File: config.mk
export PLATFORM = sky130hd
export DESIGN_NAME = scan_launch_arbiter
export DESIGN_NICKNAME = d
export VERILOG_FILES = /design/src/rtl/scan_arb_pkg.sv /design/src/rtl/scan_sync_edge.sv /design/src/rtl/scan_ctl_regs.sv /design/src/rtl/scan_ctl_fsm.sv /design/src/rtl/scan_launch_arbiter.sv
export SDC_FILE = /design/constraint.sdc
export NUM_CORES = 1
export LEC_CHECK = 0
export CORE_MARGIN = 10
export CORE_UTILIZATION = 45
export CTS_CLUSTER_SIZE = 12
export DETAILED_ROUTE_END_ITERATION = 10
export PLACE_DENSITY_LB_ADDON = 0.25
export REMOVE_ABC_BUFFERS = 1
export SETUP_SLACK_MARGIN = 0.5
export SLEW_MARGIN = 10
export SYNTH_ARGS = -nofsm -noshare
export SYNTH_HDL_FRONTEND = slang
export SYNTH_SLANG_ARGS = --single-unit
File: constraint.sdc
create_clock -name clk -period 1.35 [get_ports clk]
set_input_delay 0.27 -clock clk [delete_from_list [all_inputs] [get_ports clk]]
set_output_delay 0.27 -clock clk [all_outputs]
set_load 0.01 [all_outputs]
File: src/rtl/scan_arb_pkg.sv
package scan_arb_pkg;
  typedef enum logic [1:0] {
    ST_IDLE  = 2'd0,
    ST_RUN   = 2'd1,
    ST_PAUSE = 2'd2
  } scan_st_t;
endpackage

File: src/rtl/scan_sync_edge.sv
module scan_sync_edge #(
  parameter int STAGES = 2
) (
  input  logic clk,
  input  logic rst,
  input  logic din,
  output logic rise
);
  logic [STAGES-1:0] chain;
  logic              prev;

  always_ff @(posedge clk) begin
    if (rst) begin
      chain <= '0;
      prev  <= 1'b0;
    end else begin
      chain <= {chain[STAGES-2:0], din};
      prev  <= chain[STAGES-1];
    end
  end

  assign rise = chain[STAGES-1] & ~prev;
endmodule

File: src/rtl/scan_ctl_regs.sv
module scan_ctl_regs #(
  parameter int NCONV = 2
) (
  input  logic               clk,
  input  logic               rst,
  input  logic               wr_en,
  input  logic [NCONV+3:0]   wr_data,
  input  logic [NCONV-1:0]   consume,
  output logic [NCONV-1:0]   armed,
  output logic               pause_q,
  output logic               cont_q,
  output logic               start_cmd,
  output logic               stop_cmd
);
  localparam int B_START = NCONV;
  localparam int B_STOP  = NCONV + 1;
  localparam int B_PAUSE = NCONV + 2;
  localparam int B_MODE  = NCONV + 3;

  logic [NCONV-1:0] arm_set;
  assign arm_set   = wr_en ? wr_data[NCONV-1:0] : '0;
  assign start_cmd = wr_en & wr_data[B_START];
  assign stop_cmd  = wr_en & wr_data[B_STOP];

  always_ff @(posedge clk) begin
    if (rst) begin
      armed   <= '1;
      pause_q <= 1'b0;
      cont_q  <= 1'b0;
    end else begin
      armed <= (armed & ~consume) | arm_set;
      if (wr_en) begin
        pause_q <= wr_data[B_PAUSE];
        cont_q  <= wr_data[B_MODE];
      end
    end
  end
endmodule

File: src/rtl/scan_ctl_fsm.sv
module scan_ctl_fsm
  import scan_arb_pkg::*;
#(
  parameter int NCONV = 2
) (
  input  logic             clk,
  input  logic             rst,
  input  logic             start_cmd,
  input  logic             stop_cmd,
  input  logic             pause_q,
  input  logic             cont_q,
  input  logic [NCONV-1:0] sync_rise,
  input  logic [NCONV-1:0] armed,
  input  logic             scan_done,
  output logic [NCONV-1:0] consume,
  output logic             start_strobe,
  output logic             busy,
  output logic             scan_complete,
  output scan_st_t         st
);
  scan_st_t         st_n;
  logic             strobe_n;
  logic             cmp_n;
  logic [NCONV-1:0] sync_hit;
  logic             trig;

  assign sync_hit = sync_rise & armed;
  assign trig     = start_cmd | (|sync_hit);

  always_comb begin
    st_n     = st;
    strobe_n = 1'b0;
    cmp_n    = scan_complete;
    consume  = '0;
    if (stop_cmd) begin
      st_n = ST_IDLE;
    end else begin
      case (st)
        ST_IDLE: begin
          if (trig) begin
            st_n     = ST_RUN;
            strobe_n = 1'b1;
            cmp_n    = 1'b0;
            consume  = sync_hit & {NCONV{~cont_q}};
          end
        end
        ST_RUN: begin
          if (scan_done) begin
            cmp_n = 1'b1;
            if (pause_q) begin
              st_n = ST_PAUSE;
            end else if (cont_q) begin
              strobe_n = 1'b1;
            end else begin
              st_n = ST_IDLE;
            end
          end
        end
        ST_PAUSE: begin
          if (trig || !pause_q) begin
            st_n     = ST_RUN;
            strobe_n = 1'b1;
            cmp_n    = 1'b0;
            consume  = sync_hit & {NCONV{~cont_q}};
          end
        end
        default: st_n = ST_IDLE;
      endcase
    end
  end

  always_ff @(posedge clk) begin
    if (rst) begin
      st            <= ST_IDLE;
      start_strobe  <= 1'b0;
      busy          <= 1'b0;
      scan_complete <= 1'b0;
    end else begin
      st            <= st_n;
      start_strobe  <= strobe_n;
      busy          <= (st_n != ST_IDLE);
      scan_complete <= cmp_n;
    end
  end
endmodule

File: src/rtl/scan_launch_arbiter.sv
module scan_launch_arbiter
  import scan_arb_pkg::*;
#(
  parameter int NCONV       = 2,
  parameter int SYNC_STAGES = 2
) (
  input  logic             clk,
  input  logic             rst,
  input  logic             wr_en,
  input  logic [NCONV+3:0] wr_data,
  input  logic [NCONV-1:0] sync_in,
  input  logic             scan_done,
  output logic             start_strobe,
  output logic             busy,
  output logic             scan_complete
);
  logic [NCONV-1:0] sync_rise;
  logic [NCONV-1:0] armed;
  logic [NCONV-1:0] consume;
  logic             pause_q;
  logic             cont_q;
  logic             start_cmd;
  logic             stop_cmd;
  scan_st_t         st;

  for (genvar i = 0; i < NCONV; i++) begin : g_sync
    scan_sync_edge #(.STAGES(SYNC_STAGES)) u_edge (
      .clk  (clk),
      .rst  (rst),
      .din  (sync_in[i]),
      .rise (sync_rise[i])
    );
  end

  scan_ctl_regs #(.NCONV(NCONV)) u_regs (
    .clk       (clk),
    .rst       (rst),
    .wr_en     (wr_en),
    .wr_data   (wr_data),
    .consume   (consume),
    .armed     (armed),
    .pause_q   (pause_q),
    .cont_q    (cont_q),
    .start_cmd (start_cmd),
    .stop_cmd  (stop_cmd)
  );

  scan_ctl_fsm #(.NCONV(NCONV)) u_fsm (
    .clk           (clk),
    .rst           (rst),
    .start_cmd     (start_cmd),
    .stop_cmd      (stop_cmd),
    .pause_q       (pause_q),
    .cont_q        (cont_q),
    .sync_rise     (sync_rise),
    .armed         (armed),
    .scan_done     (scan_done),
    .consume       (consume),
    .start_strobe  (start_strobe),
    .busy          (busy),
    .scan_complete (scan_complete),
    .st            (st)
  );
endmodule

Word-level counts from Yosys, hierarchy flattened --
Cells that the tools add are included. W data, S select, Z words.
Word-level totals: bits of input ports 12, output and inout port bits 3, flip-flop bits (word level) 15, word-level logic and storage cells 60
Cells by class: equal/unequal tests 5, muxes and demuxes 22, bitwise logic cells 14, reductions and logical operators 8
Operator list (count):
- $mux W2 | 10
- $mux W1 | 8
- $and A2 B2 Y2 | 3
- $pmux W1 S3 | 2
- $pmux W2 S3 | 1
- $reduce_and A5 Y1 | 1
- $and A1 B1 Y1 | 4
- $ne A2 B1 Y1 const B | 2
- $not A1 Y1 | 4
- $pmux W2 S2 | 1
- $reduce_or A2 Y1 | 2
- $reduce_bool A3 Y1 | 1
- $eq A2 B1 Y1 const B | 1
- $eq A2 B2 Y1 const B | 1
- $logic_not A2 Y1 | 1
- $ne A2 B2 Y1 const B | 1
- $not A2 Y2 | 1
- $or A2 B2 Y2 | 1
- $reduce_bool A2 Y1 | 1
- $logic_not A1 Y1 | 1
- $logic_or A1 B1 Y1 | 1
- $or A1 B1 Y1 | 1

Depth between registers and ports, before layout --
depth in word-level cells 12, gate-level depth with buffers 5

By module --
From an unflattened synthesis, not the netlist that was laid out.
Second synthesis, totals: cell total of the unflattened synthesis 58, area total of the unflattened synthesis 598.1 µm²
By module, submodules not included:
- scan_ctl_fsm | cells each 30, times used 1, area an instance 272.8 µm²
- scan_sync_edge | cells each 7, times used 2, area an instance 87.6 µm²
- scan_ctl_regs | cells each 14, times used 1, area an instance 150.1 µm²

Worst setup path after synthesis --
No wires, ideal clock.
path type input port to flip-flop, from input wr_en, to register u_regs.armed[1], slack 0.235 ns, path buffers 1, stages 5, arrival 0.993 ns, setup time 0.122 ns, data required time 1.228 ns, cells stage by stage buf_6 -> a21oi_4 -> and2b_1 -> nand3b_1 -> a221o_1
Between the ends: word-level cells in the longest chain between the ends 9
RTL lines:
- from (decl) | line scan_launch_arbiter.sv:9 | input logic wr_en,
- $and A1 B1 Y1 | line scan_ctl_regs.sv:22 | assign start_cmd = wr_en & wr_data[B_START];
- $or A1 B1 Y1 | line scan_ctl_fsm.sv:28 | assign trig = start_cmd | (|sync_hit);
- $logic_or A1 B1 Y1 | line scan_ctl_fsm.sv:60 | if (trig || !pause_q) begin
- $mux W2 | line scan_ctl_fsm.sv:60
- $pmux W2 S2 | line scan_ctl_fsm.sv:38 | case (st)
- $mux W2 | line scan_ctl_fsm.sv:35 | if (stop_cmd) begin
- $not A2 Y2 | line scan_ctl_regs.sv:31 | armed <= (armed & ~consume) | arm_set;
- $and A2 B2 Y2 | line scan_ctl_regs.sv:31
- $or A2 B2 Y2 (*) | line scan_ctl_regs.sv:31
- to (signal assigned) | line scan_ctl_regs.sv:31
- to (decl) | line scan_ctl_regs.sv:9 | output logic [NCONV-1:0] armed,
Mark *: on every way between the ends. The rest lies on a longest branch, timed or not. A chain may end at the register's enable or synchronous reset.

Worst setup path in the final report --
from register u_fsm.st[0], to register u_regs.armed[0]
Between the ends: word-level cells in the longest chain between the ends 6
RTL lines:
- from (decl) | line scan_ctl_fsm.sv:19 | output scan_st_t st
- from (signal assigned) | line scan_ctl_fsm.sv:79 | st <= st_n;
- $eq A2 B2 Y1 / $logic_not A2 Y1 (equally long branches) | line scan_ctl_fsm.sv:38
- $pmux W2 S2 (*) | line scan_ctl_fsm.sv:38
- $mux W2 (*) | line scan_ctl_fsm.sv:35
- $not A2 Y2 (*) | line scan_ctl_regs.sv:31
- $and A2 B2 Y2 (*) | line scan_ctl_regs.sv:31
- $or A2 B2 Y2 (*) | line scan_ctl_regs.sv:31
Marks and branches as above.

==> results by group <==
Worst setup path
  – Worst EP required: 1.54 ns
  – Worst setup SP type: register
  – Worst endpoint data arrival time: 1.30 ns
  – CP Class: reg -> reg
  – CP endpoint kind: register
  – Crit Path Max Fanout: 3

Power
  – Maximum vdd drop: 0.000634 V
  – Total power draw: 0.000903 W
  – PD cells: 1010 nW/µm²
  – LEAKAGE: 0.361 nW

Floorplanning
  – IO Pins: 15
  – Core box area: 1270 µm²
  – Die Y-Extent: 56.4 µm
  – Starting density of the core: 47.0%
  – Die Wd: 56.4 µm
  – Die area: 3180 µm²
  – Row cnt: 13

Timing
  – F_max: 0.900 GHz
  – Worst hold margin: 0.407 ns
  – Unrepaired setup endpoints after global routing: yes
  – Slew Viols, Final: 0
  – TNS Setup: 0 ns
  – Final setup fails: 0
  – Slew @ Worst Pin: 0.230 ns
  – Skew final: 0.00356 ns
  – Worst rel slew slack: 84.7%
  – Tmin final: 1.11 ns
  – Tcrit/Tclk final: 82.3%
  – Hold Vio Cnt, Final: 0

Synthesis
  – Count of cell types in the netlist: 22
  – Leading area contributor after synthesis: dfxtp_1
  – Mapped Area: 597 µm²
  – Post-synthesis sequential area ratio: 50.3%
  – Cells after Synth: 59
  – Synth top area cells: dfxtp_1 50%, nor2b_1 6.3%, nand3b_1 5.0%
  – Top-area cell type share of the netlist area: 50.3%
  – YS warnings: 0
  – Average cell area after synthesis: 10.1 µm²
  – Yosys reg bits: 15

Drt
  – Iter 0 DRT Violations: 6
  – Via density: 5.48
  – Initial DRT Pass Iterations: 4
  – Post-DR wirelength/cell: 15.2 µm
  – Routed wire length: 1540 µm
  – Via count: 553
  – DR DRC count: 0
  – Post-DRT Antenna Nets: 0

Clock tree
  – Clk slew on worst S/H paths: 0.09 ns
  – CTS H-tree depth: 1
  – Root Buffer Master: clkbuf_4
  – CTS tree: done
  – Clk_lat worst skew: 0.29 ns
  – Clock buffer depth: 2
  – Num CTS Buffers: 3
  – # clock sinks: 15

Cells and area
  – Commonest non-fill, non-tap cell in the layout: buf_4
  – Layout area overhead: 49.3%
  – Final Non-Filler Cells: 101
  – # fillers: 95
  – NumNets Final: 99
  – Design area: 891 µm²
  – Antenna diode count: 0
  – Commonest cells after routing, fill and taps aside: 11 x buf_4, 9 x dfxtp_1, 6 x nor2b_1, 6 x clkdlybuf4s50_1
  – Multi-input gate area: 322 µm²
  – Reg area: 313 µm²
  – Layout cell share with drive strength beyond 1: 45.3%

Placed design
  – Area after DPL: 771 µm²
  – Port bufs: 14
  – Placer congestion estimate: 0.814
  – Post-DP HPWL: 984 µm
  – Dpl cells: 91

Status
  – Status: finished clean

Global route
  – GR Overflow Total: 0
  – Largest net degree at the start of global routing: 11
  – Initial antenna violation count: 0
  – Vias in the first global route: 513
  – Global-route wire length before repair: 2240 µm
  – Total track usage: 8.79%

Flow run
  – Max-capacitance violation count: 0

Hold path
  – Min-delay worst type: in -> reg
-- logic make-up (layout without fill, tap and decap cells) --
family                 count (synthesis)  count (layout)  share of synthesized area (%)
AND/OR/NAND/NOR                       26              26                           26.0
flip-flops                            15              15                           50.3
AO/OA/AOI/OAI                         13              13                           15.9
buffers and inverters                  3              30                           4.40
multiplexers                           2               2                           3.35
-- power breakdown --
| group | internal [W] | leakage (nW) | switching, W |
|---|---|---|---|
| combinational | 0.0000842 | 0.221 | 0.0000668 |
| clock | 0.000113 | 0.0139 | 0.000161 |
| sequential | 0.000464 | 0.126 | 0.0000146 |
-- worst max-delay path: stages (launching register included) --
cell and delay (ns):
dfxtp_4 0.36, a21oi_4 0.11, and2b_1 0.16, nand3b_1 0.08, a221o_1 0.29
-- metrics by stage --
step                utilization [%]  setup slack [ns]
floorplan                         -             0.285
global placement               60.7            -0.252
detailed placement             60.7            -0.315
CTS                            65.5             0.226
global route                   70.2             0.188
finish                         70.2             0.239
-- cell usage after synthesis (all sizes together) --
library cell and n:
dfxtp 15, nor2b 6, a21oi 5, nand2 4
nand3b 4, nor2 4, a221o 2, buf 2
mux2i 2, nand2b 2, nand4b 2, o21ai 2
a211oi 1, a31oi 1, and2b 1, and3b 1
inv 1, nand3 1, nand4 1, o21a 1
o21bai 1
-- routing by layer --
| metal | up-vias | routed length, µm | track usage [%] |
|---|---|---|---|
| li1 | 261 | - | - |
| met1 | 266 | 685 | 9.49 |
| met2 | 19 | 723 | 12.9 |
| met3 | 7 | 84 | 4.72 |
| met4 | 0 | 42 | 5.84 |
| met5 | - | 0 | 0 |
-- timing repair --
item                                    4_1_cts  5_1_grt
pin swaps                                     4        3
buffers inserted                              3        3
resized for setup                            28       15
hold buffers                                  0        0
endpoints found under the setup margin       18       12
hold endpoints to repair                      0        0
-- sequential cells by signal (all words and copies together) (netlist names) --
name	flops
g_sync.u_edge.chain	4
g_sync.u_edge.prev	2
u_fsm.st	2
u_regs.armed	2
u_fsm.busy	1
u_fsm.scan_complete	1
u_fsm.start_strobe	1
u_regs.cont_q	1
u_regs.pause_q	1
-- final cells by class --
class,count,area share (%)
Clock buffer,3,2.53
Multi-Input combinational cell,41,36.1
Inverter,1,0.421
Timing Repair Buffer,25,22.9
Sequential cell,15,35.1
Tap cell,15,2.11
Clock inverter,1,0.843
-- worst paths after layout --
kind | startpoint | endpoint | slack [ns] | cells past startpoint
max reg2reg | u_fsm.st[0]$_SDFF_PP0_ | u_regs.armed[0]$_SDFF_PP1_ | 0.24 | 4
max | u_fsm.st[0]$_SDFF_PP0_ | u_regs.armed[0]$_SDFF_PP1_ | 0.24 | 4
min | rst | u_fsm.scan_complete$_SDFFE_PP0P_ | 0.41 | 2
min reg2reg | g_sync[0].u_edge.chain[0]$_SDFF_PP0_ | g_sync[0].u_edge.chain[1]$_SDFF_PP0_ | 0.45 | 1
Note: power is estimated with default switching activity, not from simulation.
